File: src/rtl/trace_msg_pkg.sv
package trace_msg_pkg;
    localparam int SLICE_W = 6;
    localparam int MARK_W  = 2;

    typedef enum logic [MARK_W-1:0] {
        MK_MID   = 2'b00,
        MK_FIELD = 2'b01,
        MK_EOM   = 2'b11
    } mark_e;
endpackage

File: src/rtl/trace_msg_hdr.sv
module trace_msg_hdr #(
    parameter int TYPE_W  = 6,
    parameter int FIX_MAX = 6,
    parameter int FLEN_W  = 3,
    parameter int HDR_W   = 18,
    parameter int CNT_W   = 4
) (
    input  logic [TYPE_W-1:0]  type_i,
    input  logic [FLEN_W-1:0]  f0_len_i,
    input  logic [FIX_MAX-1:0] f0_i,
    input  logic [FLEN_W-1:0]  f1_len_i,
    input  logic [FIX_MAX-1:0] f1_i,
    output logic [HDR_W-1:0]   hdr_o,
    output logic [CNT_W-1:0]   nslc_o
);
    import trace_msg_pkg::*;

    logic [FIX_MAX-1:0] f0_m, f1_m;
    logic [HDR_W-1:0]   f0_w, f1_w;
    int                 nbits;

    always_comb begin
        for (int i = 0; i < FIX_MAX; i++) begin
            f0_m[i] = f0_i[i] & (i < int'(f0_len_i));
            f1_m[i] = f1_i[i] & (i < int'(f1_len_i));
        end
        f0_w   = HDR_W'(f0_m) << TYPE_W;
        f1_w   = HDR_W'(f1_m) << (TYPE_W + int'(f0_len_i));
        hdr_o  = HDR_W'(type_i) | f0_w | f1_w;
        nbits  = TYPE_W + int'(f0_len_i) + int'(f1_len_i);
        nslc_o = CNT_W'((nbits + SLICE_W - 1) / SLICE_W);
    end
endmodule

File: src/rtl/trace_msg_varlen.sv
module trace_msg_varlen #(
    parameter int VAL_W = 64,
    parameter int CNT_W = 4
) (
    input  logic [VAL_W-1:0] val_i,
    output logic [CNT_W-1:0] nslc_o
);
    import trace_msg_pkg::*;

    always_comb begin
        nslc_o = CNT_W'(1);
        for (int i = 0; i < VAL_W; i++) begin
            if (val_i[i]) nslc_o = CNT_W'(i / SLICE_W + 1);
        end
    end
endmodule

File: src/rtl/trace_msg_packer.sv
module trace_msg_packer #(
    parameter int TYPE_W  = 6,
    parameter int FIX_MAX = 6,
    parameter int VAR_W   = 64,
    parameter int NVAR    = 3,
    localparam int FLEN_W = $clog2(FIX_MAX + 1),
    localparam int SEG_W  = $clog2(NVAR + 1),
    localparam int WORD_W = trace_msg_pkg::SLICE_W + trace_msg_pkg::MARK_W
) (
    input  logic                  clk,
    input  logic                  rst_n,
    input  logic                  in_valid,
    output logic                  in_ready,
    input  logic [TYPE_W-1:0]     in_type,
    input  logic [FLEN_W-1:0]     in_fix0_len,
    input  logic [FIX_MAX-1:0]    in_fix0,
    input  logic [FLEN_W-1:0]     in_fix1_len,
    input  logic [FIX_MAX-1:0]    in_fix1,
    input  logic [SEG_W-1:0]      in_var_cnt,
    input  logic [NVAR*VAR_W-1:0] in_vars,
    output logic                  out_valid,
    input  logic                  out_ready,
    output logic [WORD_W-1:0]     out_word
);
    import trace_msg_pkg::*;

    localparam int HDR_W   = TYPE_W + 2 * FIX_MAX;
    localparam int HDR_SLC = (HDR_W + SLICE_W - 1) / SLICE_W;
    localparam int VAR_SLC = (VAR_W + SLICE_W - 1) / SLICE_W;
    localparam int MAX_SLC = (HDR_SLC > VAR_SLC) ? HDR_SLC : VAR_SLC;
    localparam int CNT_W   = $clog2(MAX_SLC + 1);
    localparam int SHIFT_W = MAX_SLC * SLICE_W;

    typedef struct packed {
        logic                            busy;
        logic [SEG_W-1:0]                seg;
        logic [SEG_W-1:0]                last;
        logic [CNT_W-1:0]                left;
        logic [SHIFT_W-1:0]              cur;
        logic [NVAR-1:0][VAR_W-1:0]      vals;
        logic [NVAR-1:0][CNT_W-1:0]      lens;
    } state_t;

    state_t state_d, state_q;

    logic [HDR_W-1:0]            hdr;
    logic [CNT_W-1:0]            hdr_n;
    logic [NVAR-1:0][CNT_W-1:0]  var_n;
    logic [SEG_W-1:0]            cnt_clip;
    mark_e                       mark;

    trace_msg_hdr #(
        .TYPE_W (TYPE_W),
        .FIX_MAX(FIX_MAX),
        .FLEN_W (FLEN_W),
        .HDR_W  (HDR_W),
        .CNT_W  (CNT_W)
    ) u_hdr (
        .type_i  (in_type),
        .f0_len_i(in_fix0_len),
        .f0_i    (in_fix0),
        .f1_len_i(in_fix1_len),
        .f1_i    (in_fix1),
        .hdr_o   (hdr),
        .nslc_o  (hdr_n)
    );

    for (genvar k = 0; k < NVAR; k++) begin : g_len
        trace_msg_varlen #(
            .VAL_W(VAR_W),
            .CNT_W(CNT_W)
        ) u_len (
            .val_i (in_vars[k*VAR_W +: VAR_W]),
            .nslc_o(var_n[k])
        );
    end

    always_comb begin
        cnt_clip = (int'(in_var_cnt) > NVAR) ? SEG_W'(NVAR) : in_var_cnt;
        state_d  = state_q;
        if (!state_q.busy) begin
            if (in_valid) begin
                state_d.busy = 1'b1;
                state_d.seg  = '0;
                state_d.last = cnt_clip;
                state_d.left = hdr_n;
                state_d.cur  = SHIFT_W'(hdr);
                for (int k = 0; k < NVAR; k++) begin
                    state_d.vals[k] = in_vars[k*VAR_W +: VAR_W];
                    state_d.lens[k] = var_n[k];
                end
            end
        end else if (out_ready) begin
            if (state_q.left > CNT_W'(1)) begin
                state_d.cur  = state_q.cur >> SLICE_W;
                state_d.left = state_q.left - CNT_W'(1);
            end else if (state_q.seg == state_q.last) begin
                state_d.busy = 1'b0;
            end else begin
                state_d.seg  = state_q.seg + SEG_W'(1);
                state_d.cur  = SHIFT_W'(state_q.vals[state_q.seg]);
                state_d.left = state_q.lens[state_q.seg];
            end
        end

        mark = MK_MID;
        if (state_q.left == CNT_W'(1)) begin
            if (state_q.seg == state_q.last) mark = MK_EOM;
            else if (state_q.seg != '0)      mark = MK_FIELD;
        end
    end

    always_ff @(posedge clk) begin
        if (!rst_n) state_q <= '0;
        else        state_q <= state_d;
    end

    assign in_ready  = !state_q.busy;
    assign out_valid = state_q.busy;
    assign out_word  = {mark, state_q.cur[SLICE_W-1:0]};
endmodule

File: config.mk
export PLATFORM = sky130hd
export DESIGN_NAME = trace_msg_packer
export DESIGN_NICKNAME = d
export VERILOG_FILES = /design/src/rtl/trace_msg_pkg.sv /design/src/rtl/trace_msg_hdr.sv /design/src/rtl/trace_msg_varlen.sv /design/src/rtl/trace_msg_packer.sv
export SDC_FILE = /design/constraint.sdc
export NUM_CORES = 1
export LEC_CHECK = 0
export ABC_AREA = 1
export ABC_CLOCK_PERIOD_IN_PS = 2500
export BUFFER_PORTS_ARGS = -buffer_cell sky130_fd_sc_hd__clkbuf_2
export CAP_MARGIN = 20
export CORE_AREA = 2 2 208 210
export DETAILED_ROUTE_END_ITERATION = 6
export DIE_AREA = 0 0 210 212
export MAX_ROUTING_LAYER = met4
export PLACE_DENSITY = 0.48
export SLEW_MARGIN = 20
export SYNTH_ARGS = -nofsm -noshare
export SYNTH_HDL_FRONTEND = slang
export SYNTH_SLANG_ARGS = --single-unit
File: constraint.sdc
create_clock -name clk -period 2.5 [get_ports clk]
set_input_delay 0.125 -clock clk [delete_from_list [all_inputs] [get_ports clk]]
set_output_delay 0.125 -clock clk [all_outputs]
set_load 0.02 [all_outputs]
# ---- Word-level counts from Yosys, hierarchy flattened
# Cells that the tools add are included.
dict set report classes {
  addsub 6
  n_mul 0
  n_div 1
  n_lt_le_gt_ge 14
  eq_ne 6
  shift 1
  n_mux 191
  n_bitwise 15
  reduce_logical 6
}
# operator n
set ops {}
lappend ops {{2-to-1 mux 70 bit} 4}
lappend ops {{2-to-1 mux 279 bit} 1}
lappend ops {{2-to-1 mux 4 bit} 67}
lappend ops {{2-to-1 mux 3 bit} 75}
lappend ops {{binary-select mux 64 bit (select 2 bit)} 1}
lappend ops {{2-to-1 mux 2 bit} 39}
lappend ops {{2-to-1 mux 64 bit} 1}
lappend ops {{adder 32 x 4 -> 32 bit} 1}
lappend ops {{adder 32 x 4 -> 32 bit, second input constant} 1}
lappend ops {{divider 32 x 4 -> 32 bit, second input constant} 1}
lappend ops {{left shift 6 x 32 -> 18 bit} 1}
lappend ops {{subtractor 32 x 2 -> 32 bit, second input constant} 1}
lappend ops {{bitwise OR 18 bit} 1}
lappend ops {{AND 1 bit} 12}
lappend ops {{less-than comparator 1 x 3 -> 1 bit, first input constant} 4}
lappend ops {{less-than comparator 2 x 3 -> 1 bit, first input constant} 4}
lappend ops {{less-than comparator 3 bit, first input constant} 4}
lappend ops {{bitwise OR 6 x 12 -> 12 bit} 1}
lappend ops {{binary-select mux 4 bit (select 2 bit)} 1}
lappend ops {{inequality test 2 bit, second input constant} 3}
lappend ops {{adder 3 x 3 -> 4 bit, first input constant} 1}
lappend ops {{== test 4 x 1 -> 1 bit, second input constant} 1}
lappend ops {{greater-than comparator 4 x 1 -> 1 bit, second input constant} 1}
lappend ops {{AND reduction 4 bit} 1}
lappend ops {{other kinds (11)} 13}
dict set report word_totals {
  register_bits 279
  latch_bits 0
  ramBits 0
  romBits 0
  input_bits 222
  output_inout_bits 10
  wordCells 251
  memories 0
}

# ---- Longest topological paths before layout
# Gate-level depths: netlist of run 1.
dict set report logic_depth {
  word_depth 60
  mapped_depth 16
  mapped_depth_nobuf 15
}

# ---- By module
# Synthesis of run 1 repeated with hierarchy kept, for this count alone.
dict set report unflattened {
  cells_unflattened 2267
  area_unflattened_um2 14498.9
}
# mod instances cells_each area_each_um2 seq_area_each_um2
set by_module_without_submodules {}
lappend by_module_without_submodules {trace_msg_packer 1 1927 12665.9 5545.3}
lappend by_module_without_submodules {trace_msg_hdr 1 166 958.4 0.0}
lappend by_module_without_submodules {trace_msg_varlen 3 58 291.5 0.0}

# ---- Least setup slack after synthesis of run 1
# Ideal clock, no wire load.
dict set report synth_timing {
  path_type {input to register}
  from {in in_fix0_len[1]}
  to {reg state_q[270] (netlist bit)}
  setup_ps 119
  arrival_time_ps 2186
  required_ps 2381
  slack_ps 195
  cell_stages 12
  cell_sequence {buf_2 > clkinv_1 > ha_1 > ha_1 > inv_1 > fa_1 > inv_1 > ha_1 > a21oi_1 > o211ai_1 > nand2_1 > a21oi_1}
}
dict set report synth_between {
  elab_chain_cells 7
}
# element line_no
set synth_lines {}
lappend synth_lines {{from (decl)} trace_msg_packer.sv:15} ;# input logic [FLEN_W-1:0] in_fix0_len,
lappend synth_lines {{adder 3 x 3 -> 4 bit} trace_msg_hdr.sv:30} ;# nbits = TYPE_W + int'(f0_len_i) + int'(f1_len_i);
lappend synth_lines {{adder 32 x 4 -> 32 bit} trace_msg_hdr.sv:30}
lappend synth_lines {{adder 32 x 4 -> 32 bit} trace_msg_hdr.sv:31} ;# nslc_o = CNT_W'((nbits + SLICE_W - 1) / SLICE_W);
lappend synth_lines {{subtractor 32 x 2 -> 32 bit} trace_msg_hdr.sv:31}
lappend synth_lines {{divider 32 x 4 -> 32 bit} trace_msg_hdr.sv:31}
lappend synth_lines {{2-to-1 mux 279 bit} trace_msg_packer.sv:82} ;# if (in_valid) begin
lappend synth_lines {{2-to-1 mux 70 bit} trace_msg_packer.sv:81} ;# if (!state_q.busy) begin
lappend synth_lines {{to (signal assigned)} trace_msg_packer.sv:115} ;# else state_q <= state_d;
lappend synth_lines {{to (decl)} trace_msg_packer.sv:44} ;# state_t state_d, state_q;
# Every way passes these cells. The select of a mux whose other input is x is not followed.
# A chain may end at the register's enable or synchronous reset.

# ---- Final worst setup path of run 1
dict set report layout_timing {
  from {reg state_q[277] (netlist bit)}
  to {out out_word[6]}
}
dict set report layout_between {
  elab_chain_cells 4
  word_cells_on_any_way 5
  cone_classes {eq/ne (1); mux (3); reduce/logical (1)}
}
# element line_no
set layout_lines {}
lappend layout_lines {{nonzero test 2 bit} trace_msg_packer.sv:109} ;# else if (state_q.seg != '0) mark = MK_FIELD;
lappend layout_lines {{2-to-1 mux 1 bit} trace_msg_packer.sv:109}
lappend layout_lines {{2-to-1 mux 2 bit *} trace_msg_packer.sv:108} ;# if (state_q.seg == state_q.last) mark = MK_EOM;
lappend layout_lines {{2-to-1 mux 2 bit *} trace_msg_packer.sv:107} ;# if (state_q.left == CNT_W'(1)) begin
lappend layout_lines {{to (decl)} trace_msg_packer.sv:23} ;# output logic [WORD_W-1:0] out_word
# Every way passes the cells marked *; elsewhere a longest branch is shown, timed or not.

==> summary.md, run 1 <==
| Metric | Value |
|---|---|
| Die Wd | `210 um` |
| Post-Route WL | `around 53000 um` |
| Avg Inst Size Synth | `just under 7 sq um` |
| Final worst slack | `0.268 ns` |
| Dpl hpwl | `35700 um` |
| Register area share after synthesis | `41.6%` |
| Setup TNS Final | `0 ns` |
| Post-DR vias/cell | `5.04` |
| Hold Violations, Final | `0` |
| Final setup violation count | `0` |
| Average wire per standard cell | `~18 um` |
| Skew final | `0.0260 ns` |
| Vias in the first global route | `14200` |
| Worst EP required | `2.38 ns` |
| H-tree depth | `2` |
| Min Clock Period, post-route | `2.23 ns` |
| Peak Freq | `448 MHz` |
| Post-synth EDFFs | `0` |
| Vias after detailed routing | `between 10000 and 15000` |
| GP Congestion | `0.873` |
| Max cap viols | `0` |
| FF-to-FF Start | `state_q[271]` |
| Fill cell count | `4381` |
| DR DRC count | `0` |
| Die Area | `roughly 0.045 sq mm` |
| Layout net count | `2545` |
| Status | `finished clean` |
| R2R cell count | `11` |
| Commonest register cell after synthesis | `dfxtp_1` |
| DP Area | `0.0150 sq mm` |
| Final core utilization | `42.9%` |
| Initial DRT Pass Iterations | `5` |
| Hold Path Depth | `5` |
| Critical Path Max Stage Delay | `0.46 ns` |
| CP arrival | `2.11 ns` |
| Setup WS pre-CTS | `0.126 ns` |
| Share of cells above drive strength 1 | `15.0%` |
| CP max FO | `12` |
| Worst path depth | `5` |
| ANT nets after route | `0` |
| Yosys reg bits | `277` |
| Initial core utilization | `31.3%` |
| Initial antenna violation count | `0` |
| Reg2Reg Setup Slack | `0.37 ns` |
| Area leader, netlist | `dfxtp_1` |
| CP Buf/Inv Count | `3` |
| IO Port Bufs | `231` |
| Relative slew slack | `about half` |
| Fraction of registers with async set or reset after synthesis | `0%` |
| Synth top area share | `41.6%` |
| CTS tree | `done` |
| Inserted Diodes | `0` |
| Crit end category | `primary output` |
| Core box area | `0.0425 sq mm` |
| Library cells used by synthesis | `36` |
| Worst R2R End | `state_q[215]` |
| Pin count of the biggest net entering global routing | `160` |
| Worst-path cell chain | `inv_1, buf_4, ha_1, a21oi_1, clkbuf_2` |
| Die outline height | `212 um` |
| GRT Overall Usage | `between 20% and 30%` |
| First-pass GRT wire length | `80700 um` |
| YS warnings | `0` |
| Worst slew pin tran | `0.764 ns` |
| HP Start | `in_fix0[3]` |
| I/O pins | `around 230` |
| Synth area leaders | `dfxtp_1 (42%), a21oi_1 (12%), o21ai_0 (12%)` |
| Hold Path Sink | `state_q[213]` |
| Clock Tree Root | `clkbuf_16` |
| RSZ-0062 raised after global routing | `false` |
| Final worst-path cycle share | `89.3%` |
| Clock Latency Late Sink | `0.53 ns` |
| Leakage | `7.83 nW` |
| Cell count after synthesis | `between 1500 and 2000` |
| Worst path top cell family by delay | `buffers and inverters` |
| Worst IR drop on VDD | `between 400 and 500 uV` |
| Row count | `76` |
| Worst-path clk slew | `0.06 ns` |
| Top cells by count, synth | `a21oi_1 (322), o21ai_0 (310), nor2_1 (278), dfxtp_1 (277), nand2_1 (214)` |
| Grt ovf | `0` |
| Design area | `0.0182 sq mm` |
| Top-count cell post-synth | `a21oi_1` |
| Post-Syn Area | `roughly 0.013 sq mm` |
| Crit Path Category | `reg -> out` |
| Cts bufs inserted | `34` |
| Postcts setup bufs | `0` |
| Layout overhead on the synthesized area | `36.8%` |
| Max clock buf depth | `3` |
| Max-slew violations | `0` |
| Worst min path class | `in -> reg` |
| Syn Nets | `2180` |
| Pwr Density | `759 mW/mm^2` |
| Setup crit start kind | `register` |
| Clock sink total | `~280` |
| Slowest-stage cell, CP | `dfxtp_2` |
| Starting DRC count in detailed routing | `about 1100` |
[layer usage]
metal	GRT usage, %	share of wire [%]	up-vias
met3	3.50	5.1	91
met2	37.9	46	416
met4	6.55	2.4	0
met5	-	0	-
li1	-	-	7186
met1	31.7	47	6814
[through the flow]
stage | instances | hold WS, ns | total power, mW
detailed placement | 2616 | 0.354 | 8.30
CTS | 2879 | 0.00524 | 13.9
finish | 2879 | 0.0151 | 13.8
global placement | 2616 | 0.357 | 8.28
floorplan | 1944 | 0.236 | 7.10
global route | 2879 | 0.0354 | 14.5
[power breakdown]
group | switching, mW | total, mW | internal, mW | leakage (nW)
registers | 0.207 | 5.07 | 4.87 | 2.29
clock network | 1.97 | 5.35 | 3.38 | 0.598
logic | 2.17 | 3.41 | 1.24 | 4.93
[worst min-delay path: cells and delay by family]
kind,cells,cell delay [ns]
AO/OA/AOI/OAI,1,0.08
buffers and inverters,1,0.08
AND/OR/NAND/NOR,3,0.20
[flip-flops by register name, indices dropped and copies added, names as in the netlist]
register,count
out_valid,1
state_q,270
out_word,6
[cell usage in the layout (no fill, tap or decap), drive strengths merged]
master	Yosys	layout
o31ai	4	4
clkinv	2	7
nand4	2	2
dfxtp	277	277
a31oi	5	5
o21ai	332	332
nand3	55	55
o211a	4	4
bufinv	0	5
buf	65	44
o22ai	4	4
mux2i	1	1
a211oi	36	36
o221ai	6	6
and2	6	6
xnor2	5	5
clkbuf	83	280
dlygate4sd3	0	203
o2111ai	6	6
a21boi	1	1
a21oi	322	322
o211ai	2	2
nor2	281	281
nand2	217	217
ha	12	12
nor3	21	21
or2	4	4
inv	188	188
fa	2	2
nor4	1	1
[layout make-up]
class	count	area [sq um]	area share, %
Inverter	190	718	3.94
Sequential cell	277	5550	30.4
Tap cell	546	683	3.75
Clock inverter	10	179	0.981
Clock buffer	50	1030	5.68
Multi-Input combinational cell	1329	6410	35.2
Timing Repair Buffer	477	3650	20.0
[kinds of logic (layout without fill, tap and decap cells)]
kind of cell / count (synthesis) / after routing / share of synthesized area, %
flops: 277 / 277 / 41.6
compound gates: 722 / 722 / 28.5
xor+xnor: 5 / 5 / 0.329
simple gates: 587 / 587 / 17.6
fa+ha+maj: 14 / 14 / 1.43
mux: 1 / 1 / 0.0751
buf+inv: 338 / 727 / 10.4
[what timing repair did]
action	in CTS	in global routing
endpoints found under the hold margin	206	0
setup endpoints to repair	0	13
hold buffers	203	0
gates resized for setup	0	1
[how the worst max path moves through the flow]
stage	start	endpoint	slack, ns
2_1_floorplan	in_fix0_len[1]	state_q[270]	0.20
3_3_place_gp	in_fix0_len[2]	state_q[270]	0.13
3_5_place_dp	in_fix0_len[1]	state_q[270]	0.13
4_1_cts	state_q[271]	state_q[215]	0.20
5_1_grt	state_q[277]	out_word[6]	0.16
6_report	state_q[277]	out_word[6]	0.27
(Power assumes the default switching activity.)
==> inputs of run 2 (changes only) <==
--- a/config.mk
+++ b/config.mk
@@ -13,7 +13,7 @@
 export DETAILED_ROUTE_END_ITERATION = 6
 export DIE_AREA = 0 0 210 212
 export MAX_ROUTING_LAYER = met4
-export PLACE_DENSITY = 0.48
+export PLACE_DENSITY = 0.55
 export SLEW_MARGIN = 20
 export SYNTH_ARGS = -nofsm -noshare
 export SYNTH_HDL_FRONTEND = slang
==> run 2 against run 1 <==
Net effect: combinational power fell by 3%; first-iteration DRC count up 19%; clock power is 13% lower; via count decreased by 0.68%; maximum frequency grew 1.2%; global-route usage decreased by 0.99 points; largest cell class unchanged; final cell count down 0.31%; power shrank 5.7%; largest power group is now sequential cells; clock skew is 0.017 ns lower; cell area fell by 1.4%.
==> summary.md, run 2 (same netlist as run 1, synthesis figures left out) <==
| Metric | Value |
|---|---|
| Post-DR vias/cell | `5.02 (-0.36%)` |
| Leakage | `7.70 nW (-1.6%)` |
| First-pass GRT wire length | `77800 um (-3.5%)` |
| Slowest-stage cell, CP | `dfxtp_2` |
| Peak Freq | `454 MHz (+1.2%)` |
| Crit end category | `primary output` |
| CP Buf/Inv Count | `3 (unchanged)` |
| Most common cell after layout, fill and taps aside | `a21oi_1` |
| Fill cell count | `4369 (-0.27%)` |
| RSZ-0062 raised after global routing | `false` |
| Initial antenna violation count | `1 (+1)` |
| H-tree depth | `1 (-1)` |
| Die Wd | `210 um (unchanged)` |
| Initial DRT Pass Iterations | `5 (unchanged)` |
| Average wire per standard cell | `17.7 um (-3.2%)` |
| CP arrival | `2.08 ns (-0.03 ns)` |
| Core box area | `0.0425 sq mm (unchanged)` |
| Post-CTS Resized | `0 (unchanged)` |
| Worst EP required | `2.38 ns (about the same)` |
| Post-CTS Hold Fix Bufs | `204 (+0.49%)` |
| Power share of the combinational group | `25.5% (+0.9 points)` |
| Die Area | `0.0445 sq mm (unchanged)` |
| Pwr Density | `726 mW/mm^2 (-4.3%)` |
| Setup TNS Final | `0 ns (unchanged)` |
| Initial core utilization | `31.3% (unchanged)` |
| Biggest register | `state_q` |
| Final worst-path cycle share | `88.2% (-1.1 points)` |
| Worst-path clk slew | `0.06 ns (about the same)` |
| Share of cells above drive strength 1 | `14.4% (-0.53 points)` |
| Worst path top cell family by delay | `buffers and inverters` |
| Final setup violation count | `0 (unchanged)` |
| Worst IR drop on VDD | `527 uV (+25%)` |
| Status | `finished clean` |
| Vias after detailed routing | `14400 (-0.68%)` |
| Max-slew violations | `0 (unchanged)` |
| Starting DRC count in detailed routing | `1267 (+19%)` |
| Max clock buf depth | `3 (unchanged)` |
| Clock Latency Late Sink | `0.57 ns (+0.04 ns)` |
| DR DRC count | `0 (unchanged)` |
| Layout overhead on the synthesized area | `34.8%` |
| Switch share | `32.0% (+0.60 points)` |
| Pwr Total | `13.0 mW (-5.7%)` |
| Clock power frac | `35.6% (-3.1 points)` |
| Layout net count | `2535 (-0.39%)` |
| Grt ovf | `0 (unchanged)` |
| Post-Route WL | `50800 um (-3.5%)` |
| Pin count of the biggest net entering global routing | `240 (+50%)` |
| P_int | `8.87 mW (-6.5%)` |
| Relative slew slack | `32.1% (-17 points)` |
| Crit Path Category | `reg -> out` |
| Vias in the first global route | `13900 (-2.2%)` |
| Worst slew pin tran | `1.02 ns (+0.254 ns)` |
| Dpl hpwl | `34700 um (-2.7%)` |
| Seq pwr share | `38.9% (+2.2 points)` |
| Clock sink total | `277 (unchanged)` |
| Clock Tree Root | `clkbuf_16` |
| Most frequent cells in the layout | `a21oi_1 (322), o21ai_0 (310), nor2_1 (278)` |
| Row count | `76 (unchanged)` |
| Setup crit start kind | `register` |
| Min Clock Period, post-route | `2.20 ns (-0.0269 ns)` |
| I/O pins | `232 (unchanged)` |
| Max cap viols | `0 (unchanged)` |
| Cts bufs inserted | `30 (-12%)` |
| CTS tree | `done` |
| Skew final | `0.00904 ns (-0.0169 ns)` |
| IO Port Bufs | `231 (unchanged)` |
| ANT nets after route | `0 (unchanged)` |
| Worst-path cell chain | `inv_1, buf_4, ha_1, a21oi_1, clkbuf_2` |
| GP Congestion | `0.829 (-5.0%)` |
| Die outline height | `212 um (unchanged)` |
| CP max FO | `13 (+1)` |
| GRT Overall Usage | `22.9% (-0.99 points)` |
| Switching power | `4.17 mW (-3.9%)` |
| Max FFs per register | `270 (unchanged)` |
| Critical Path Max Stage Delay | `0.40 ns (-0.06 ns)` |
| Hold Violations, Final | `0 (unchanged)` |
| Worst min path class | `in -> reg` |
| Postcts setup bufs | `0 (unchanged)` |
[run 2: cell types whose count changed in the layout (fill, tap and decap cells not counted), moves of 2 or more]
cell       delta
clkbuf_16     -6
clkbuf_8      +5
buf_12        -3
buf_4         -3
bufinv_16     -3
diode_2       +2
[run 2: path summary, 6_finish.rpt]
check / endpoint / slack (ns) / start / cells after the start
max: out_word[6] / 0.30 / state_q[277] / 5
min: state_q[213] / 0.01 / in_fix0[3] / 5
max reg2reg: state_q[271] / 0.33 / state_q[270] / 11
min reg2reg: state_q[19] / 0.44 / state_q[19] / 2
[run 2: stage by stage]
stage	util [%]	cell area (sq um)	setup slack (ns)	hold slack (ns)	std cells
final	42.3	18000	0.295	0.0107	2870
after global routing	42.3	18000	0.0921	0.0499	2869
after CTS	42.3	18000	0.257	0.00801	2868
after detailed placement	35.0	14900	0.173	0.362	2609
after global placement	35.0	14900	0.182	0.357	2609
after floorplan	-	13300	0.195	0.236	1944
[run 2: power by group through the flow]
stage | Combinational [mW] | Clock, mW | Sequential, mW
2_1_floorplan | 2.01 | 0 | 5.09
3_3_place_gp | 3.01 | 0 | 5.16
6_report | 3.32 | 4.65 | 5.07
5_1_grt | 3.68 | 4.90 | 5.11
4_1_cts | 3.30 | 4.72 | 5.07
3_5_place_dp | 3.03 | 0 | 5.16
[run 2: area by class of cell]
class / instances / area [sq um] / area share [%]
multi-input combinational: 1329 / 6410 / 35.7
sequential: 277 / 5550 / 30.9
timing repair buffer: 471 / 3570 / 19.9
clock buffer: 50 / 957 / 5.33
inverter: 190 / 718 / 4.00
tap: 546 / 683 / 3.80
clock inverter: 5 / 75.1 / 0.418
antenna: 2 / 5.00 / 0.0279
[run 2: per-layer routing]
| metal | global-route usage [%] | vias up | part of all wire [%] |
|---|---|---|---|
| met4 | 6.46 | 0 | 2.5 |
| met3 | 2.16 | 79 | 5.0 |
| li1 | - | 7160 | - |
| met5 | - | - | 0 |
| met2 | 36.4 | 451 | 46 |
| met1 | 31.1 | 6719 | 47 |
[run 2: worst register-to-register path, delay by kind of cell (launching register included)]
family          cells  cell delay (ns)
flops               1             0.42
simple gates        4             0.36
fa+ha+maj           1             0.27
compound gates      2             0.26
buf+inv             4             0.75
